==> src/rtl/nsd_pkg.sv <==
package nsd_pkg;

    localparam int DEF_N_W      = 8;
    localparam int DEF_THR_W    = 8;
    localparam int DEF_BLK_LOG2 = 8;

    typedef enum logic {
        THR_FROM_REG = 1'b0,
        THR_FROM_PIN = 1'b1
    } thr_src_e;

    typedef struct packed {
        logic exceed;   // count above threshold including this cycle
        logic first;    // first exceed within the current window
    } verdict_t;

    function automatic verdict_t judge(input logic exceed, input logic already_hit);
        verdict_t v;
        v.exceed = exceed;
        v.first  = exceed & ~already_hit;
        return v;
    endfunction

endpackage

==> src/rtl/nsd_cfg_regs.sv <==
module nsd_cfg_regs #(
    parameter int N_W   = nsd_pkg::DEF_N_W,
    parameter int THR_W = nsd_pkg::DEF_THR_W,
    localparam int CFG_W = (N_W > THR_W) ? N_W : THR_W
) (
    input  logic             clk,
    input  logic             rst,
    input  logic             win_wr,
    input  logic             thr_wr,
    input  logic [CFG_W-1:0] cfg_wdata,
    output logic [N_W-1:0]   win_n,
    output logic [THR_W-1:0] thr_reg
);
    always_ff @(posedge clk) begin
        if (rst) begin
            win_n   <= '0;
            thr_reg <= '0;
        end else begin
            if (win_wr) win_n   <= cfg_wdata[N_W-1:0];
            if (thr_wr) thr_reg <= cfg_wdata[THR_W-1:0];
        end
    end
endmodule

==> src/rtl/nsd_window_timer.sv <==
module nsd_window_timer #(
    parameter int N_W      = nsd_pkg::DEF_N_W,
    parameter int BLK_LOG2 = nsd_pkg::DEF_BLK_LOG2,
    localparam int BC_W    = N_W + BLK_LOG2
) (
    input  logic           clk,
    input  logic           rst,
    input  logic           bit_stb,
    input  logic [N_W-1:0] win_n,
    output logic           win_end
);
    logic [BC_W-1:0] bit_cnt;
    logic [BC_W-1:0] last_idx;

    // last index of a window of (N+1) blocks is N*2^BLK_LOG2 + 2^BLK_LOG2 - 1
    assign last_idx = {win_n, {BLK_LOG2{1'b1}}};
    // magnitude compare so a shrunken N cannot be overrun
    assign win_end  = bit_stb && (bit_cnt >= last_idx);

    always_ff @(posedge clk) begin
        if (rst)          bit_cnt <= '0;
        else if (win_end) bit_cnt <= '0;
        else if (bit_stb) bit_cnt <= bit_cnt + BC_W'(1);
    end
endmodule

==> src/rtl/nsd_renorm_counter.sv <==
module nsd_renorm_counter #(
    parameter int CNT_W = nsd_pkg::DEF_THR_W + 1
) (
    input  logic             clk,
    input  logic             rst,
    input  logic             evt,
    input  logic             clear,
    output logic [CNT_W-1:0] cnt_q,
    output logic [CNT_W-1:0] cnt_inc
);
    localparam logic [CNT_W-1:0] CEIL = '1;

    always_comb begin
        if (evt && (cnt_q != CEIL)) cnt_inc = cnt_q + CNT_W'(1);
        else                        cnt_inc = cnt_q;
    end

    always_ff @(posedge clk) begin
        if (rst || clear) cnt_q <= '0;
        else              cnt_q <= cnt_inc;
    end
endmodule

==> src/rtl/nsd_decision.sv <==
module nsd_decision #(
    parameter int THR_W = nsd_pkg::DEF_THR_W,
    parameter int CNT_W = nsd_pkg::DEF_THR_W + 1
) (
    input  logic             clk,
    input  logic             rst,
    input  logic [CNT_W-1:0] cnt_inc,
    input  logic [THR_W-1:0] thr,
    input  logic             win_end,
    output logic             oos,
    output logic             resync_pulse
);
    import nsd_pkg::*;

    logic     hit_q;
    verdict_t vd;

    always_comb begin
        vd = judge(cnt_inc > {{(CNT_W-THR_W){1'b0}}, thr}, hit_q);
    end

    always_ff @(posedge clk) begin
        if (rst) begin
            hit_q        <= 1'b0;
            oos          <= 1'b0;
            resync_pulse <= 1'b0;
        end else begin
            resync_pulse <= vd.first;
            if (win_end) begin
                hit_q <= 1'b0;
                oos   <= vd.exceed;
            end else if (vd.first) begin
                hit_q <= 1'b1;
                oos   <= 1'b1;
            end
        end
    end
endmodule

==> src/rtl/node_sync_detector.sv <==
module node_sync_detector #(
    parameter int N_W      = nsd_pkg::DEF_N_W,
    parameter int THR_W    = nsd_pkg::DEF_THR_W,
    parameter int BLK_LOG2 = nsd_pkg::DEF_BLK_LOG2,
    localparam int CNT_W   = THR_W + 1,
    localparam int CFG_W   = (N_W > THR_W) ? N_W : THR_W
) (
    input  logic             clk,
    input  logic             rst,
    input  logic             bit_stb,
    input  logic             renorm_evt,
    input  logic             win_wr,
    input  logic             thr_wr,
    input  logic [CFG_W-1:0] cfg_wdata,
    input  logic [THR_W-1:0] thr_pin,
    input  logic             thr_pin_sel,
    output logic             oos,
    output logic             resync_pulse
);
    import nsd_pkg::*;

    logic [N_W-1:0]   win_n;
    logic [THR_W-1:0] thr_reg;
    logic [THR_W-1:0] thr_act;
    logic             win_end;
    logic [CNT_W-1:0] rn_cnt;
    logic [CNT_W-1:0] rn_inc;
    thr_src_e         src;

    nsd_cfg_regs #(.N_W(N_W), .THR_W(THR_W)) u_regs (
        .clk(clk), .rst(rst), .win_wr(win_wr), .thr_wr(thr_wr),
        .cfg_wdata(cfg_wdata), .win_n(win_n), .thr_reg(thr_reg)
    );

    always_comb begin
        src     = thr_src_e'(thr_pin_sel);
        thr_act = (src == THR_FROM_PIN) ? thr_pin : thr_reg;
    end

    nsd_window_timer #(.N_W(N_W), .BLK_LOG2(BLK_LOG2)) u_timer (
        .clk(clk), .rst(rst), .bit_stb(bit_stb), .win_n(win_n), .win_end(win_end)
    );

    nsd_renorm_counter #(.CNT_W(CNT_W)) u_cnt (
        .clk(clk), .rst(rst), .evt(renorm_evt), .clear(win_end),
        .cnt_q(rn_cnt), .cnt_inc(rn_inc)
    );

    nsd_decision #(.THR_W(THR_W), .CNT_W(CNT_W)) u_dec (
        .clk(clk), .rst(rst), .cnt_inc(rn_inc), .thr(thr_act), .win_end(win_end),
        .oos(oos), .resync_pulse(resync_pulse)
    );
endmodule

==> config.mk <==
export PLATFORM = sky130hd
export DESIGN_NAME = node_sync_detector
export DESIGN_NICKNAME = d
export VERILOG_FILES = /design/src/rtl/nsd_pkg.sv /design/src/rtl/nsd_cfg_regs.sv /design/src/rtl/nsd_window_timer.sv /design/src/rtl/nsd_renorm_counter.sv /design/src/rtl/nsd_decision.sv /design/src/rtl/node_sync_detector.sv
export SDC_FILE = /design/constraint.sdc
export NUM_CORES = 1
export LEC_CHECK = 0
export BUFFER_PORTS_ARGS = -buffer_cell sky130_fd_sc_hd__buf_2
export CAP_MARGIN = 5
export CORE_ASPECT_RATIO = 0.5
export CORE_MARGIN = 5
export CORE_UTILIZATION = 45
export CTS_CLUSTER_DIAMETER = 150
export DETAILED_ROUTE_END_ITERATION = 8
export HOLD_SLACK_MARGIN = 0.1
export MAX_ROUTING_LAYER = met4
export REMOVE_ABC_BUFFERS = 1
export SLEW_MARGIN = 20
export SYNTH_ARGS = -nofsm -noshare
export SYNTH_HDL_FRONTEND = slang
export SYNTH_SLANG_ARGS = --single-unit
export TNS_END_PERCENT = 10
==> constraint.sdc <==
create_clock -name clk -period 4 [get_ports clk]
set_clock_uncertainty 0.05 [all_clocks]
set_input_delay 0.4 -clock clk [delete_from_list [all_inputs] [get_ports clk]]
set_output_delay 0.4 -clock clk [all_outputs]
set_load 0.02 [all_outputs]
==> results of run 1 <==
-- cells in the final DEF (no fill, tap or decap) --
master,n
and2_1,1
and3_1,3
or3_1,2
a41oi_2,1
nor2b_2,1
nand2_1,11
o21ai_0,1
nor3_1,5
nand4_1,9
nand2b_1,1
nand3_1,11
buf_2,24
o21ai_1,1
nor2_1,37
ha_1,19
dfxtp_1,44
a311oi_1,1
clkbuf_8,6
and4_1,2
mux2_2,1
clkbuf_1,2
xnor2_1,10
inv_1,10
nor2_2,2
xor2_1,12
a21o_1,4
nor2b_1,8
mux2i_1,25
o2111ai_1,1
a21oi_2,1
or3b_2,1
a21oi_1,4
a22oi_1,1
o32ai_1,1
-- worst min-delay path, stage by stage --
cell and delay (ns):
buf_2 0.09, mux2i_1 0.06, nor2_1 0.07
-- worst paths after layout --
check | start | to | slack, ns
setup reg to reg | u_cnt.cnt_q[0] | u_dec.oos | 1.14
hold reg to reg | u_dec.hit_q | u_dec.resync_pulse | 0.38
hold / removal | cfg_wdata[2] | u_regs.thr_reg[2] | 0.31
setup / recovery | u_cnt.cnt_q[0] | u_dec.oos | 1.14
-- metal layers --
metal | vias to the layer above | GRT usage | wire length [µm] | share of wire
li1 | 865 | - | - | -
met1 | 771 | 0.174 | 2010 | 0.48
met2 | 8 | 0.250 | 2000 | 0.48
met3 | 5 | 0.0421 | 102 | 0.025
met4 | 0 | 0.0316 | 36 | 0.0087
met5 | - | - | 0 | 0
-- stage by stage --
| stage | utilization | instance area [µm²] |
|---|---|---|
| 2_1_floorplan | - | 2190 |
| 3_3_place_gp | 0.490 | 2390 |
| 3_5_place_dp | 0.490 | 2390 |
| 4_1_cts | 0.508 | 2480 |
| 5_1_grt | 0.508 | 2480 |
| 6_report | 0.508 | 2480 |
-- cell families after synthesis --
logic type	Yosys count	share of synthesized area
AND/OR/NAND/NOR	94	0.202
multiplexers	26	0.116
flip-flops	44	0.389
buffers and inverters	20	0.0498
XOR/XNOR	22	0.0852
AO/OA/AOI/OAI	16	0.0525
adder cells (fa/ha/maj)	19	0.105
-- final cells by class --
class | instances | area [µm²] | area share
Clock buffer | 8 | 90.1 | 0.0363
Inverter | 10 | 37.5 | 0.0151
Multi-Input combinational cell | 177 | 1270 | 0.511
Sequential cell | 44 | 881 | 0.354
Tap cell | 70 | 87.6 | 0.0352
Timing Repair Buffer | 24 | 120 | 0.0483
-- power breakdown --
group	internal [W]	total, W	switching [W]
Sequential	0.000453	0.000463	0.00000951
Clock	0.000141	0.000283	0.000142
Combinational	0.0000427	0.0000933	0.0000506
==> results.md, run 1 <==
- Status: finished clean
- Pwr dens: 338 mW/mm²
- Crit path max-delay family: simple AND/OR/NAND/NOR gates
- Setup TNS: 0 ns
- RSZ-0062 raised after global routing: false
- Synth warn: 0
- Worst-path clk slew: 0.08 ns
- Filler Cell Count: 472
- CTS tree: built
- Main area contributors after synthesis: dfxtp_1 (39%), mux2i_1 (11%), ha_1 (11%)
- Max Fclk: 0.349 GHz
- Clk_lat worst skew: 0.29 ns
- CP Depth: 13
- Worst hold slack: 0.307 ns
- Slowest-stage cell, CP: or3_1
- Leakage: 1.10 nW
- Vias in the first global route: 1,625
- Buf/Inv on CP: 0
- DR iter-0 viols: 35
- Max incr delay on CP: 0.41 ns
- Core Footprint: 0.00489 mm²
- Die height: 60.1 µm
- Hold Crit Class: input pin to flop
- Vias per cell: 4.95
- Area share of the largest cell type after synthesis: 0.389
- Worst ir drop on vdd: 0.149 mV
- Sequential area share after synthesis: 0.389
- HPWL after DPL: 3.20 mm
- R2R depth: 13
- Root buffer cell: clkbuf_8
- Syn_area_per_cell: 9.39 µm²
- Synth cell types: 33
- Worst Hold Depth: 3
- Routed Antenna Nets: 0
- First-pass GRT wire length: 7.33 mm
- Layout Cells excl Fill: 333
- GPL Wtd Cong: 0.809
- #FFs+latches synth: 44
- Grt ovf: 0
- Die X: 110 µm
- Post-synth EDFFs: 0
- Setup WS post-layout: 1.14 ns
- Initial core utilization: 0.463
- Post-CTS setup buffer count: 0
- Worst Max-Slew Pin Slew: 1.00 ns
- Biggest register: u_timer.bit_cnt
- Hold buffers post-CTS: 0
- Slew margin rel.: 0.332
- Cells after DPL: 325
- Share of cells above drive strength 1: 0.141
- Area grow syn2layout: 9.84%
- Worst Setup End Kind: flop
- Boundary Pins: 25
- CP required: 4.17 ns
- Largest net degree at the start of global routing: 27
- Synth top cells by count: dfxtp_1 (44), nor2_1 (37), mux2i_1 (25)
- Critical path arrival: 3.04 ns
- DRC: 0
- Max reg flops: 16
- Drt wl/cell: 12.4 µm
- CP Launch Type: flop
- CP Cell Sequence: ha_1, nand3_1, nor2_1, ha_1, nand2b_1, or3_1, xnor2_1, ha_1, nand4_1, nor2_1, a311oi_1, o32ai_1, a21oi_1
- Antenna violations before repair: 0
- Final hold viol count: 0
- Post_cts resized: 0
- GRT Total Usage: 0.146
- Nets@finish: 304
- Final Max Tran Viols: 0
- Endpoints failing setup: 0
- IO buf count: 24
- DRT Pass-1 Iters: 4
- Final period util: 0.716
- Inserted Diodes: 0
- Kind of critical path: flop to flop
- Total power: 0.000839 W
- Syn Inst Count: 241
- Cts bufs inserted: 5
- Crit-path most repeated cell: ha_1
- Num rows: 18
- Post-synthesis cell area: 0.00226 mm²
- Die area: 0.00663 mm²
- Place WS: 1.19 ns
- Synth async-reset ratio: 0
- Max FO, Critical Path: 5
- Most common cell in the netlist: dfxtp_1
- Max-cap violations: 0
- Synth area leader: dfxtp_1
- Post-Route WL: 4.14 mm
- H-tree levels: 2
- Clk buf depth: 2
- Clock sinks: 44
- Minimum clock period: 2.86 ns
- Vias: 1,649
- Synth Flop Type: dfxtp_1
No activity file was read; power rests on OpenSTA's default activity.
==> run 2, diff against run 1 <==
PLACE_DENSITY = 0.66   (was unset)
clock period = 2.3 ns   (was 4 ns; I/O delays follow)
==> results.md, run 2 (synthesis gave the netlist of run 1 again) <==
- Status: finished with violations
- Violated checks: negative setup slack
- Place WS: -0.454 ns
- Filler Cell Count: 453
- First-pass GRT wire length: 7.69 mm
- Slew margin rel.: 0.786
- Setup WS post-layout: -0.259 ns
- Max Fclk: 0.391 GHz
- HPWL after DPL: 3.36 mm
- Clk buf depth: 2
- Biggest register: u_timer.bit_cnt
- Area grow syn2layout: 23.0%
- Num rows: 18
- Final Max Tran Viols: 0
- Worst-path clk slew: 0.08 ns
- Share of cells above drive strength 1: 0.286
- Worst ir drop on vdd: 0.306 mV
- Nets@finish: 321
- Die height: 60.1 µm
- Leading cell types in the layout, fill and taps excluded: dfxtp_1 (42), nor2_1 (33), mux2i_1 (25)
- Pwr dens: 577 mW/mm²
- Max incr delay on CP: 0.41 ns
- DRC: 0
- Drt wl/cell: 12.7 µm
- Worst Max-Slew Pin Slew: 0.312 ns
- Antenna violations before repair: 0
- Vias: 1,734
- Slowest-stage cell, CP: or3_4
- Initial core utilization: 0.463
- Vias in the first global route: 1,804
- Root buffer cell: clkbuf_8
- Endpoints failing setup: 3
- Largest net degree at the start of global routing: 20
- Hold Crit Class: input pin to flop
- Post-Route WL: 4.46 mm
- Critical path arrival: 2.75 ns
- Most common cell after layout, fill and taps aside: dfxtp_1
- CP required: 2.49 ns
- Vias per cell: 4.95
- Fin area: 0.00278 mm²
- IO buf count: 24
- CTS tree: built
- Kind of critical path: flop to flop
- Clock sinks: 44
- Placed cell areas: 0.00250 mm²
- DRT Pass-1 Iters: 4
- Core Footprint: 0.00489 mm²
- Max-cap violations: 0
- Final hold viol count: 0
- Leakage: 1.24 nW
- Die X: 110 µm
- H-tree levels: 2
- CP Launch Type: flop
- Grt ovf: 0
- Minimum clock period: 2.56 ns
- Die area: 0.00663 mm²
- DR iter-0 viols: 15
- Worst Setup End Kind: flop
- Boundary Pins: 25
- Max reg flops: 16
- CP Cell Sequence: ha_4, nand3_2, nor2_2, ha_2, nand2b_4, or3_4, xnor2_4, ha_4, nand3_2, a311oi_2, o32ai_1, a21oi_1
- Cts bufs inserted: 5
- Clk_lat worst skew: 0.30 ns
- Final period util: 1.11
- Hold buffers post-CTS: 0
- GPL Wtd Cong: 0.874
- Inserted Diodes: 0
- GRT Total Usage: 0.155
- Max FO, Critical Path: 4
- Routed Antenna Nets: 0
- RSZ-0062 raised after global routing: true
==> run 2: cell count changes in the layout (fill, tap and decap cells not counted), moves of 2 or more <==
cell / before / now
xnor2_1: 10 / 8
dfxtp_2: 0 / 2
nor3_1: 5 / 3
nand3_2: 0 / 2
nor2_1: 37 / 33
ha_4: 0 / 2
buf_4: 0 / 17
clkbuf_1: 2 / 0
nand3_1: 11 / 9
nor2_2: 2 / 5
ha_1: 19 / 16
dfxtp_1: 44 / 42
nor2b_1: 8 / 6
==> run 2: final cells by class <==
cell class,count,area (µm²),area share
inverter,10,37.5,0.0135
tap,70,87.6,0.0315
clock inverter,3,42.5,0.0153
clock buffer,5,68.8,0.0247
sequential,44,883,0.318
multi-input combinational,177,1410,0.508
timing repair buffer,41,248,0.0891
==> run 2: timing repair <==
action | CTS | global route
gates resized for setup | 16 | 14
endpoints found under the setup margin | 3 | 3
gates cloned | 0 | 0
pin swaps | 8 | 10
setup buffers | 2 | 1
==> run 2: final timing paths <==
kind / startpoint / end / slack, ns / depth (start not counted)
worst min register to register: u_dec.hit_q / u_dec.resync_pulse / 0.41 / 1
worst min-delay path: cfg_wdata[7] / u_regs.thr_reg[7] / 0.13 / 3
worst max-delay path: u_cnt.cnt_q[1] / u_dec.oos / -0.26 / 12
worst max register to register: u_cnt.cnt_q[1] / u_dec.oos / -0.26 / 12
==> run 2: metal layers <==
layer / vias to the layer above / share of wire / track usage
met5: - / 0 / -
met4: 0 / 0.023 / 0.0754
met3: 11 / 0.020 / 0.0345
met2: 18 / 0.51 / 0.262
met1: 803 / 0.44 / 0.177
li1: 902 / - / -
==> run 2: critical path: cells and delay by family, from the launching register on <==
kind	cells	cell delay, ns
AND/OR/NAND/NOR	5	0.75
adder cells (fa/ha/maj)	3	0.62
AO/OA/AOI/OAI	3	0.59
flip-flops	1	0.35
XOR/XNOR	1	0.15
==> run 2: stage by stage <==
| stage | setup TNS (ns) | power, W | instances | util | hold slack [ns] |
|---|---|---|---|---|---|
| after global placement | -1.04 | 0.000996 | 339 | 0.512 | 0.360 |
| after global routing | -1.01 | 0.00169 | 350 | 0.569 | 0.140 |
| after floorplan | -0.843 | 0.000921 | 231 | - | 0.249 |
| final | -0.711 | 0.00160 | 350 | 0.569 | 0.128 |
| after CTS | -0.679 | 0.00160 | 349 | 0.551 | 0.122 |
| after detailed placement | -1.34 | 0.00101 | 339 | 0.512 | 0.377 |
==> run 2: power by group <==
part	internal (W)	total [W]	leakage [nW]	switching, W
clock	0.000321	0.000591	0.0541	0.000270
combinational	0.000104	0.000207	0.826	0.000103
sequential	0.000789	0.000807	0.359	0.0000179
total	0.00121	0.00160	1.24	0.000391
